File: config.mk
export PLATFORM = sky130hd
export DESIGN_NAME = mmac_top
export DESIGN_NICKNAME = d
export VERILOG_FILES = /design/src/rtl/mmac_pkg.sv /design/src/rtl/mmac_core16.sv /design/src/rtl/mmac_core32.sv /design/src/rtl/mmac_top.sv
export SDC_FILE = /design/constraint.sdc
export NUM_CORES = 2
export LEC_CHECK = 0
export ABC_AREA = 1
export BUFFER_PORTS_ARGS = -buffer_cell sky130_fd_sc_hd__buf_2
export CELL_PAD_IN_SITES_DETAIL_PLACEMENT = 2
export CELL_PAD_IN_SITES_GLOBAL_PLACEMENT = 2
export CORE_AREA = 2 2 391 393
export CTS_CLUSTER_DIAMETER = 60
export DETAILED_ROUTE_END_ITERATION = 7
export DIE_AREA = 0 0 393 395
export MAX_ROUTING_LAYER = met4
export PLACE_DENSITY_LB_ADDON = 0.15
export RECOVER_POWER = 25
export SETUP_SLACK_MARGIN = 0.05
export SYNTH_ARGS = -nofsm -noshare
export SYNTH_HDL_FRONTEND = slang
export SYNTH_SLANG_ARGS = --single-unit
File: constraint.sdc
create_clock -name clk -period 13.6 [get_ports clk]
set_input_delay 1.36 -clock clk [delete_from_list [all_inputs] [get_ports clk]]
set_output_delay 1.36 -clock clk [all_outputs]
set_load 0.05 [all_outputs]
File: src/rtl/mmac_pkg.sv
package mmac_pkg;
    localparam int ADDR_W = 5;

    typedef enum logic [1:0] {M_UMUL, M_SMUL, M_UMAC, M_SMAC} mode16_e;
    typedef enum logic {W_UNS, W_SGN} mode32_e;

    localparam logic [ADDR_W-1:0] A_OP1_UMUL = 5'd0;
    localparam logic [ADDR_W-1:0] A_OP1_SMUL = 5'd1;
    localparam logic [ADDR_W-1:0] A_OP1_UMAC = 5'd2;
    localparam logic [ADDR_W-1:0] A_OP1_SMAC = 5'd3;
    localparam logic [ADDR_W-1:0] A_OP2      = 5'd4;
    localparam logic [ADDR_W-1:0] A_RES_LO   = 5'd5;
    localparam logic [ADDR_W-1:0] A_RES_HI   = 5'd6;
    localparam logic [ADDR_W-1:0] A_SUMEXT   = 5'd7;
    localparam logic [ADDR_W-1:0] A_W1L_U    = 5'd16;
    localparam logic [ADDR_W-1:0] A_W1L_S    = 5'd17;
    localparam logic [ADDR_W-1:0] A_W1H      = 5'd18;
    localparam logic [ADDR_W-1:0] A_W2L      = 5'd19;
    localparam logic [ADDR_W-1:0] A_W2H      = 5'd20;
    localparam logic [ADDR_W-1:0] A_WRES0    = 5'd21;
    localparam int               WRES_WORDS = 4;
endpackage

File: src/rtl/mmac_core16.sv
module mmac_core16
    import mmac_pkg::*;
#(
    parameter int DW    = 16,
    parameter int GUARD = 8
) (
    input  logic          clk,
    input  logic          rst_n,
    input  logic          op1_we,
    input  mode16_e       op1_mode,
    input  logic          op2_we,
    input  logic          seed_we,
    input  logic [DW-1:0] wdata,
    output logic [2*DW-1:0] res,
    output logic [DW-1:0] sumext
);
    localparam int PW   = 2 * DW;
    localparam int XW   = 2 * (DW + 1);
    localparam int ACCW = PW + GUARD;

    mode16_e mode_q, mode_d;
    logic [DW-1:0]          opa_q;
    logic [PW-1:0]          res_q, accu_q;
    logic signed [ACCW-1:0] accs_q;
    logic                   carry_q;

    logic                 sgn;
    logic signed [DW:0]   a_x, b_x;
    logic signed [XW-1:0] prod;
    logic [ACCW-1:0]      prod_ext;
    logic [PW:0]          usum;
    logic [ACCW-1:0]      ssum;
    logic [PW-1:0]        seed_z, seed_s;

    // next-state: any op1 write selects its mode
    always_comb begin
        mode_d = mode_q;
        if (op1_we) mode_d = op1_mode;
    end

    always_ff @(posedge clk or negedge rst_n) begin
        if (!rst_n) mode_q <= M_UMUL;
        else        mode_q <= mode_d;
    end

    always_comb begin
        sgn      = (mode_q == M_SMUL) || (mode_q == M_SMAC);
        a_x      = sgn ? $signed({opa_q[DW-1], opa_q}) : $signed({1'b0, opa_q});
        b_x      = sgn ? $signed({wdata[DW-1], wdata}) : $signed({1'b0, wdata});
        prod     = a_x * b_x;
        prod_ext = {{(ACCW-XW){prod[XW-1]}}, prod};
        usum     = {1'b0, accu_q} + {1'b0, prod[PW-1:0]};
        ssum     = accs_q + prod_ext;
        seed_z   = {{DW{1'b0}}, wdata};
        seed_s   = {{DW{wdata[DW-1]}}, wdata};
    end

    always_ff @(posedge clk or negedge rst_n) begin
        if (!rst_n) begin
            opa_q   <= '0;
            res_q   <= '0;
            accu_q  <= '0;
            accs_q  <= '0;
            carry_q <= 1'b0;
        end else begin
            if (op1_we) opa_q <= wdata;
            if (op2_we) begin
                unique case (mode_q)
                    M_UMUL, M_SMUL: begin
                        res_q   <= prod[PW-1:0];
                        accu_q  <= '0;
                        accs_q  <= '0;
                        carry_q <= 1'b0;
                    end
                    M_UMAC: begin
                        res_q   <= usum[PW-1:0];
                        accu_q  <= usum[PW-1:0];
                        accs_q  <= ssum;
                        carry_q <= usum[PW];
                    end
                    M_SMAC: begin
                        res_q   <= ssum[PW-1:0];
                        accu_q  <= usum[PW-1:0];
                        accs_q  <= ssum;
                        carry_q <= usum[PW];
                    end
                endcase
            end else if (seed_we) begin
                accu_q  <= seed_z;
                accs_q  <= {{GUARD{seed_s[PW-1]}}, seed_s};
                res_q   <= sgn ? seed_s : seed_z;
                carry_q <= 1'b0;
            end
        end
    end

    // output process: sum extension per mode
    always_comb begin
        unique case (mode_q)
            M_UMUL: sumext = '0;
            M_SMUL: sumext = {DW{res_q[PW-1]}};
            M_UMAC: sumext = {{(DW-1){1'b0}}, carry_q};
            M_SMAC: sumext = {DW{accs_q[ACCW-1]}};
        endcase
        res = res_q;
    end

    a_r1_mode_latch: assert property (@(posedge clk) disable iff (!rst_n)
        op1_we |=> mode_q == $past(op1_mode));
    a_r4_mul_clears_acc: assert property (@(posedge clk) disable iff (!rst_n)
        (op2_we && (mode_q == M_UMUL || mode_q == M_SMUL)) |=> (accu_q == '0 && accs_q == '0));
    a_r7_seed_low: assert property (@(posedge clk) disable iff (!rst_n)
        (seed_we && !op2_we) |=> res_q[DW-1:0] == $past(wdata));
    a_r2_result_hold: assert property (@(posedge clk) disable iff (!rst_n)
        (!op2_we && !seed_we) |=> $stable(res_q));
endmodule

File: src/rtl/mmac_core32.sv
module mmac_core32
    import mmac_pkg::*;
#(
    parameter int DW = 16
) (
    input  logic          clk,
    input  logic          rst_n,
    input  logic          op1l_we,
    input  logic          op1l_sgn,
    input  logic          op1h_we,
    input  logic          op2l_we,
    input  logic          op2h_we,
    input  logic [DW-1:0] wdata,
    output logic [4*DW-1:0] prod
);
    localparam int OW = 2 * DW;
    localparam int RW = 4 * DW;

    mode32_e mode_q, mode_d;
    logic [OW-1:0] op1_q, op2_q, op2_full;
    logic [RW-1:0] prod_q, prod_d;
    logic signed [OW:0] a_x, b_x;

    always_comb begin
        mode_d = mode_q;
        if (op1l_we) mode_d = op1l_sgn ? W_SGN : W_UNS;
    end

    always_ff @(posedge clk or negedge rst_n) begin
        if (!rst_n) mode_q <= W_UNS;
        else        mode_q <= mode_d;
    end

    always_comb begin
        op2_full = {wdata, op2_q[DW-1:0]};
        unique case (mode_q)
            W_UNS: begin
                a_x = $signed({1'b0, op1_q});
                b_x = $signed({1'b0, op2_full});
            end
            W_SGN: begin
                a_x = $signed({op1_q[OW-1], op1_q});
                b_x = $signed({op2_full[OW-1], op2_full});
            end
        endcase
        prod_d = RW'(a_x * b_x);
        prod   = prod_q;
    end

    always_ff @(posedge clk or negedge rst_n) begin
        if (!rst_n) begin
            op1_q  <= '0;
            op2_q  <= '0;
            prod_q <= '0;
        end else begin
            if (op1l_we)      op1_q <= {{DW{1'b0}}, wdata};
            else if (op1h_we) op1_q <= {wdata, op1_q[DW-1:0]};
            if (op2l_we)      op2_q <= {{DW{1'b0}}, wdata};
            else if (op2h_we) begin
                op2_q  <= op2_full;
                prod_q <= prod_d;
            end
        end
    end

    a_r8_high_keeps_low: assert property (@(posedge clk) disable iff (!rst_n)
        (op1h_we && !op1l_we) |=> op1_q[DW-1:0] == $past(op1_q[DW-1:0]));
    a_r8_low_clears_high: assert property (@(posedge clk) disable iff (!rst_n)
        op1l_we |=> op1_q[OW-1:DW] == '0);
    a_r9_low_no_compute: assert property (@(posedge clk) disable iff (!rst_n)
        (op2l_we && !op2h_we) |=> $stable(prod_q));
endmodule

File: src/rtl/mmac_top.sv
module mmac_top
    import mmac_pkg::*;
#(
    parameter int DW    = 16,
    parameter int GUARD = 8
) (
    input  logic              clk,
    input  logic              rst_n,
    input  logic              wr_en,
    input  logic [ADDR_W-1:0] wr_addr,
    input  logic [DW-1:0]     wr_data,
    input  logic [ADDR_W-1:0] rd_addr,
    output logic [DW-1:0]     rd_data
);
    logic    op1_we, op2_we, seed_we;
    mode16_e op1_mode;
    logic    w1l_we, w1l_sgn, w1h_we, w2l_we, w2h_we;
    logic [2*DW-1:0] res16;
    logic [DW-1:0]   sumext;
    logic [4*DW-1:0] prod64;
    logic [DW-1:0]   wword [WRES_WORDS];

    always_comb begin
        op1_we   = wr_en && (wr_addr <= A_OP1_SMAC);
        op1_mode = mode16_e'(wr_addr[1:0]);
        op2_we   = wr_en && (wr_addr == A_OP2);
        seed_we  = wr_en && (wr_addr == A_RES_LO);
        w1l_we   = wr_en && (wr_addr == A_W1L_U || wr_addr == A_W1L_S);
        w1l_sgn  = (wr_addr == A_W1L_S);
        w1h_we   = wr_en && (wr_addr == A_W1H);
        w2l_we   = wr_en && (wr_addr == A_W2L);
        w2h_we   = wr_en && (wr_addr == A_W2H);
    end

    mmac_core16 #(.DW(DW), .GUARD(GUARD)) u_c16 (
        .clk(clk), .rst_n(rst_n), .op1_we(op1_we), .op1_mode(op1_mode),
        .op2_we(op2_we), .seed_we(seed_we), .wdata(wr_data),
        .res(res16), .sumext(sumext)
    );

    mmac_core32 #(.DW(DW)) u_c32 (
        .clk(clk), .rst_n(rst_n), .op1l_we(w1l_we), .op1l_sgn(w1l_sgn),
        .op1h_we(w1h_we), .op2l_we(w2l_we), .op2h_we(w2h_we),
        .wdata(wr_data), .prod(prod64)
    );

    for (genvar g = 0; g < WRES_WORDS; g++) begin : g_wword
        assign wword[g] = prod64[g*DW +: DW];
    end

    always_comb begin
        rd_data = '0;
        if (rd_addr == A_RES_LO)      rd_data = res16[DW-1:0];
        else if (rd_addr == A_RES_HI) rd_data = res16[2*DW-1:DW];
        else if (rd_addr == A_SUMEXT) rd_data = sumext;
        else if (rd_addr >= A_WRES0 && rd_addr < A_WRES0 + ADDR_W'(WRES_WORDS))
            rd_data = wword[2'(rd_addr - A_WRES0)];
    end

    a_r5_lo_matches_write: assert property (@(posedge clk) disable iff (!rst_n)
        (seed_we && rd_addr == A_RES_LO) |=> rd_data == $past(wr_data) || rd_addr != A_RES_LO);
endmodule

* Word-level counts from Yosys, hierarchy flattened
Index checks and enable logic that the tools add are counted.
Widths: inputs -> output; s select.
** Word-level totals
- Input port bits :: 29
- Logic and storage cells :: 81
- Register bits :: 236
** Cells by class
- Equality and inequality tests :: 13
- Bitwise logic cells :: 3
- $lt $le $gt $ge :: 4
- Multiply operators :: 2
- Add/sub/neg operators :: 3
- Reductions and logical operators :: 16
- Mux-type cells :: 29
** Operators with widths (number)
- $mux 32 :: 7
- $pmux 33 s2 :: 2
- $mux 16 :: 7
- $pmux 32 s3 :: 1
- $mux 40 :: 2
- $pmux 40 s2 :: 1
- $mul 33x33->64 :: 1
- $pmux 16 s4 :: 1
- $pmux 32 s2 :: 1
- $add 40x40->40 :: 1
- $mul 17x17->34 :: 1
- $mux 17 :: 2
- $add 32x32->33 :: 1
- $bmux 16 s2 :: 1
- $eq 5x3->1 const B :: 5
- $eq 5x5->1 const B :: 5
- $logic_and 1x1->1 :: 8
- $ge 5x5->1 const B :: 1
- $le 5x2->1 const B :: 1
- $lt 5x5->1 const B :: 1
- $eq 2x2->1 const B :: 2
- $reduce_bool 2->1 :: 2
- $reduce_or 2->1 :: 2
- $ge 3x3->1 const B :: 1
- 9 further kinds :: 13

* Logic depth before layout (Yosys ltp)
- Depth after elaboration :: 9
- Gate-level depth with buffers :: 43
- Mapped depth without buffers :: 41

* Cells and area by module
From an unflattened synthesis, not the netlist that was laid out.
** Second synthesis, totals
- Cells, all modules :: 9189
- Area, all modules :: 68619.6 sq um
** Modules (own cells, without submodules)
- mmac_core32 :: cells each 5644, instances 1, area each 44622.8 sq um, seq. area each 2827.7 sq um
- mmac_core16 :: cells each 3147, instances 1, area each 22223.8 sq um, seq. area each 3078.0 sq um
- mmac_top :: cells each 398, instances 1, area each 1773.0 sq um, seq. area each 0.0 sq um

* Worst setup path before layout
OpenSTA, ideal clock, no wires.
- Path kind :: input to register
- Start :: input port wr_data[8]
- End :: register u_c16.res_q[24], in the netlist u_c16.res[24]
- Cell stages on the path :: 36
- Slack :: 5.478 ns
- Arrival :: 7.984 ns
- Library setup time :: 0.138 ns
- Cell sequence :: clkbuf_1 clkbuf_1 buf_1 nand2_1 fa_1 inv_1 fa_1 inv_1 fa_1 inv_1 fa_1 inv_1 fa_1 inv_1 fa_1 ha_1 nand2_1 inv_1 nand2_1 nand2_1 a21oi_1 nand2_2 nand2_1 nand2_1 or2_2 and2_1 ha_1 a21oi_1 nor2_1 nor2_1 a21boi_0 nand4_1 nand3_1 nand3_1 nand2_1 nand3_1
** Between the ends
- Longest elaborated chain between the ends :: 5
** RTL lines
- from (decl) :: line mmac_top.sv:11 : input logic [DW-1:0] wr_data,
- $mux 17 * :: line mmac_core16.sv:49 : b_x = sgn ? $signed({wdata[DW-1], wdata}) : $signed({1'b0, wdata});
- $mul 17x17->34 * :: line mmac_core16.sv:50 : prod = a_x * b_x;
- $add 40x40->40 / $add 32x32->33 (equally long branches) :: line mmac_core16.sv:53, mmac_core16.sv:52
- $pmux 32 s3 * :: line mmac_core16.sv:68 : unique case (mode_q)
- $mux 32 * :: line mmac_core16.sv:67 : if (op2_we) begin
- to (signal assigned) :: line mmac_core16.sv:70 : res_q <= prod[PW-1:0];
- to (signal assigned) :: line mmac_core16.sv:76 : res_q <= usum[PW-1:0];
- to (signal assigned) :: line mmac_core16.sv:82 : res_q <= ssum[PW-1:0];
- to (decl) :: line mmac_core16.sv:23 : logic [PW-1:0] res_q, accu_q;
Every way passes the cells marked *; elsewhere a longest branch is shown, timed or not.
A chain may end at the register's enable or synchronous reset.

* Final worst setup path
- Start :: input port wr_data[15]
- End :: register u_c32.prod_q[54], in the netlist u_c32.prod[54]
** Between the ends
- Longest elaborated chain between the ends :: 2
** RTL lines
- $pmux 33 s2 :: line mmac_core32.sv:36 : unique case (mode_q)
- $mul 33x33->64 :: line mmac_core32.sv:46 : prod_d = RW'(a_x * b_x);
- to (signal assigned) :: line mmac_core32.sv:61 : prod_q <= prod_d;
- to (decl) :: line mmac_core32.sv:21 : logic [RW-1:0] prod_q, prod_d;
Every way passes these cells. The select of a mux whose other input is x is not followed.

==> flow_summary.yaml <==
status:
  status: "finished, violations left"
  violations: "max-capacitance violations, max-slew violations"
floorplan:
  coreArea_mm2: 0.151
  start_util: 0.437
  fp.dieH_um: 395
  rows: 143
  die_area_mm2: 0.155
  top_level_ports: 45
  die_w_um: 393
synthesis:
  yosysTopAreaCell: "fa_1"
  synthTopCellsByArea: "fa_1 (43%), nand2_1 (13%), inv_1 (12%)"
  ys_types: 54
  synth_top_area_frac: 0.431
  synth_enable_flop_cells: 0
  seq_area_frac_synth: 0.0893
  synth_fp_nets: 10385
  synth_most_common_cell: "nand2_1"
  synth_common_cells: "nand2_1 (2,242), inv_1 (2,130), fa_1 (1,423), nor2_1 (459), ha_1 (373)"
  yosys_register_bits: 236
  synth_top_flop_cell: "dfrtp_1"
  netlist_area_mm2: 0.0661
  avgSynthCellArea_um2: 7.72
  ys_warn_count: 0
  async_reset_ff_frac: 1.00
  syn_inst: 8560
place:
  dp_worst_setup_slack_ns: 3.28
  gp_congestion: 0.948
  hpwl_mm: 253
  port_buffers: 44
sta:
  drv_slew: 190
  setup_viol: 0
  fin_crit_sh: 0.729
  fmax_ghz: 0.101
  whs_ns: 0.484
  skew_ns: 0.0615
  setup_tns_ns: 0
  worst_slew_pin_slew_ns: 6.10
  grt_setup_unrepaired: "no"
  slew_headroom: -3.06
  setup_ws_ns: 3.68
  post-route-min-period_ns: 9.92
  hold_violations: 0
clock_network:
  cts.repair.resized: 0
  cts_buffer_depth: 3
  cts_buffers: 43
  cts_tree: "built"
  cts_sinks: 236
  clk_latency_ns: 0.66
  ctsHoldBuffers: 0
  cts_setup_buffers: 0
  path_clk_slew_ns: 0.06
  clockRootBuffer: "clkbuf_16"
  ctsHtreeMaxLevel: 2
route:
  ant_nets: 0
  drt_first_pass_iters: 5
  viasPerCell: 5.90
  vias: 61542
  totalWireLength_mm: 338
  first_iter_violations: 4537
  drc_errors: 0
  wl_per_cell_um: 32.4
layout:
  final_util: 0.461
  area.growth.synth_to_final_pct: 5.33
  layout-drive-gt1-share: 0.0345
  nets: 10176
  num-fill-cells: 17300
setup_path:
  critical_path.endpoint_type: "flip-flop"
  r2r_cells: 21
  r2r_end: "u_c32.prod[54]"
  cp.arrival_ns: 10.41
  rrSetupSlack_ns: 3.90
  cp_max_fo: 36
  timing.rr.start: "u_c32.op2_q[2]"
  crit_required_ns: 14.09
  start_kind: "input pin"
  crit_type: "in -> reg"
grt:
  grt-ovfl-total: 0
  antenna_found_initial: 18
  grt_pass1_vias: 74686
  grt.total_usage: 0.457
  grt_pass1_wl_mm: 500
  grt_max_degree: 92
min_path:
  holdCritPathClass: "reg -> reg"
  hold_depth: 2
  hold_end: "u_c32.prod[50]"
  holdCritStartpoint: "u_c32.prod[50]"
flow_run:
  drv_cap: 4
## flip-flops by register name, summed over array words and instances, names as in the netlist
| register | cells |
|---|---|
| u_c16.accs_q | 40 |
| u_c16.accu_q | 32 |
| u_c16.carry_q | 1 |
| u_c16.mode_q | 2 |
| u_c16.opa_q | 16 |
| u_c16.res | 32 |
| u_c32.mode_q | 1 |
| u_c32.op1_q | 32 |
| u_c32.op2_q | 16 |
| u_c32.prod | 64 |
## cell usage in the layout (no fill, tap or decap), types with 21 or more instances in the layout
cell type	instances
fa_1	1423
inv_1	2128
o21bai_1	26
nor2_1	460
buf_2	42
nand2_1	2242
nand3b_1	21
o21ai_0	270
a21boi_0	21
dfrtp_1	234
a21oi_1	268
xnor2_1	24
xor2_1	42
clkbuf_16	43
nand4_1	47
diode_2	22
ha_1	373
buf_4	99
o22ai_1	47
or2_2	46
nand3_1	314
nor3_1	31
## layer usage
layer	track usage	part of all wire	vias up
li1	-	-	24569
met1	0.467	0.34	31824
met2	0.745	0.49	3253
met3	0.100	0.069	1896
met4	0.390	0.11	0
met5	-	0	-
## area by class of cell
class	instances	area, µm²	area share
inverters	2137	8020	0.115
clock inverters	28	327	0.00469
multi-input cells	5788	50700	0.728
well taps	2030	2540	0.0365
repair buffers	145	968	0.0139
clock buffers	49	1130	0.0162
diodes	22	55.1	0.000790
flip-flops and latches	236	5910	0.0848
## kinds of logic (layout without fill, tap and decap cells)
| kind of cell | Yosys count | after routing | share of synthesized area |
|---|---|---|---|
| fa+ha+maj | 1796 | 1796 | 0.501 |
| buf+inv | 2536 | 2359 | 0.144 |
| simple gates | 3212 | 3212 | 0.197 |
| other cells | 0 | 22 | 0 |
| flops | 236 | 236 | 0.0893 |
| compound gates | 714 | 714 | 0.0598 |
| xor+xnor | 66 | 66 | 0.00874 |
## per-stage QoR
stage          area (µm²)  cells
6_report            69600  10435
5_1_grt             69600  10428
4_1_cts             69600  10413
3_5_place_dp        68200  10336
3_3_place_gp        68200  10336
2_1_floorplan       66100   8560
## worst max-delay path, cell delays in order
cell and delay [ns]:
buf_2 0.39, buf_4 0.67, nand2_1 0.12, buf_4 0.30, inv_1 0.65, nand2_1 0.25
fa_1 0.56, fa_1 0.46, fa_1 0.53, fa_1 0.45, fa_1 0.54, fa_1 0.47
fa_1 0.53, inv_1 0.08, fa_1 0.53, ha_1 0.46, a21oi_1 0.54, o21ai_0 0.27
a21oi_1 0.33, o21ai_0 0.17, a21oi_1 0.20, nand3b_1 0.12, nand3_1 0.20, nand2_1 0.08
## worst max path at each step
stage | end | slack [ns] | startpoint | depth (start not counted)
after floorplan | u_c16.res[24] | 5.48 | wr_data[8] | 36
after global placement | u_c16.res[29] | 3.42 | wr_data[2] | 30
after detailed placement | u_c16.res[27] | 3.28 | wr_data[2] | 32
after CTS | u_c16.res[29] | 3.89 | wr_data[2] | 31
after global routing | u_c16.res[29] | 3.30 | wr_data[2] | 30
final | u_c32.prod[54] | 3.68 | wr_data[15] | 24
Power is not shown: default switching activity piles up to over one toggle a cycle in this logic, so the estimate is an artifact.
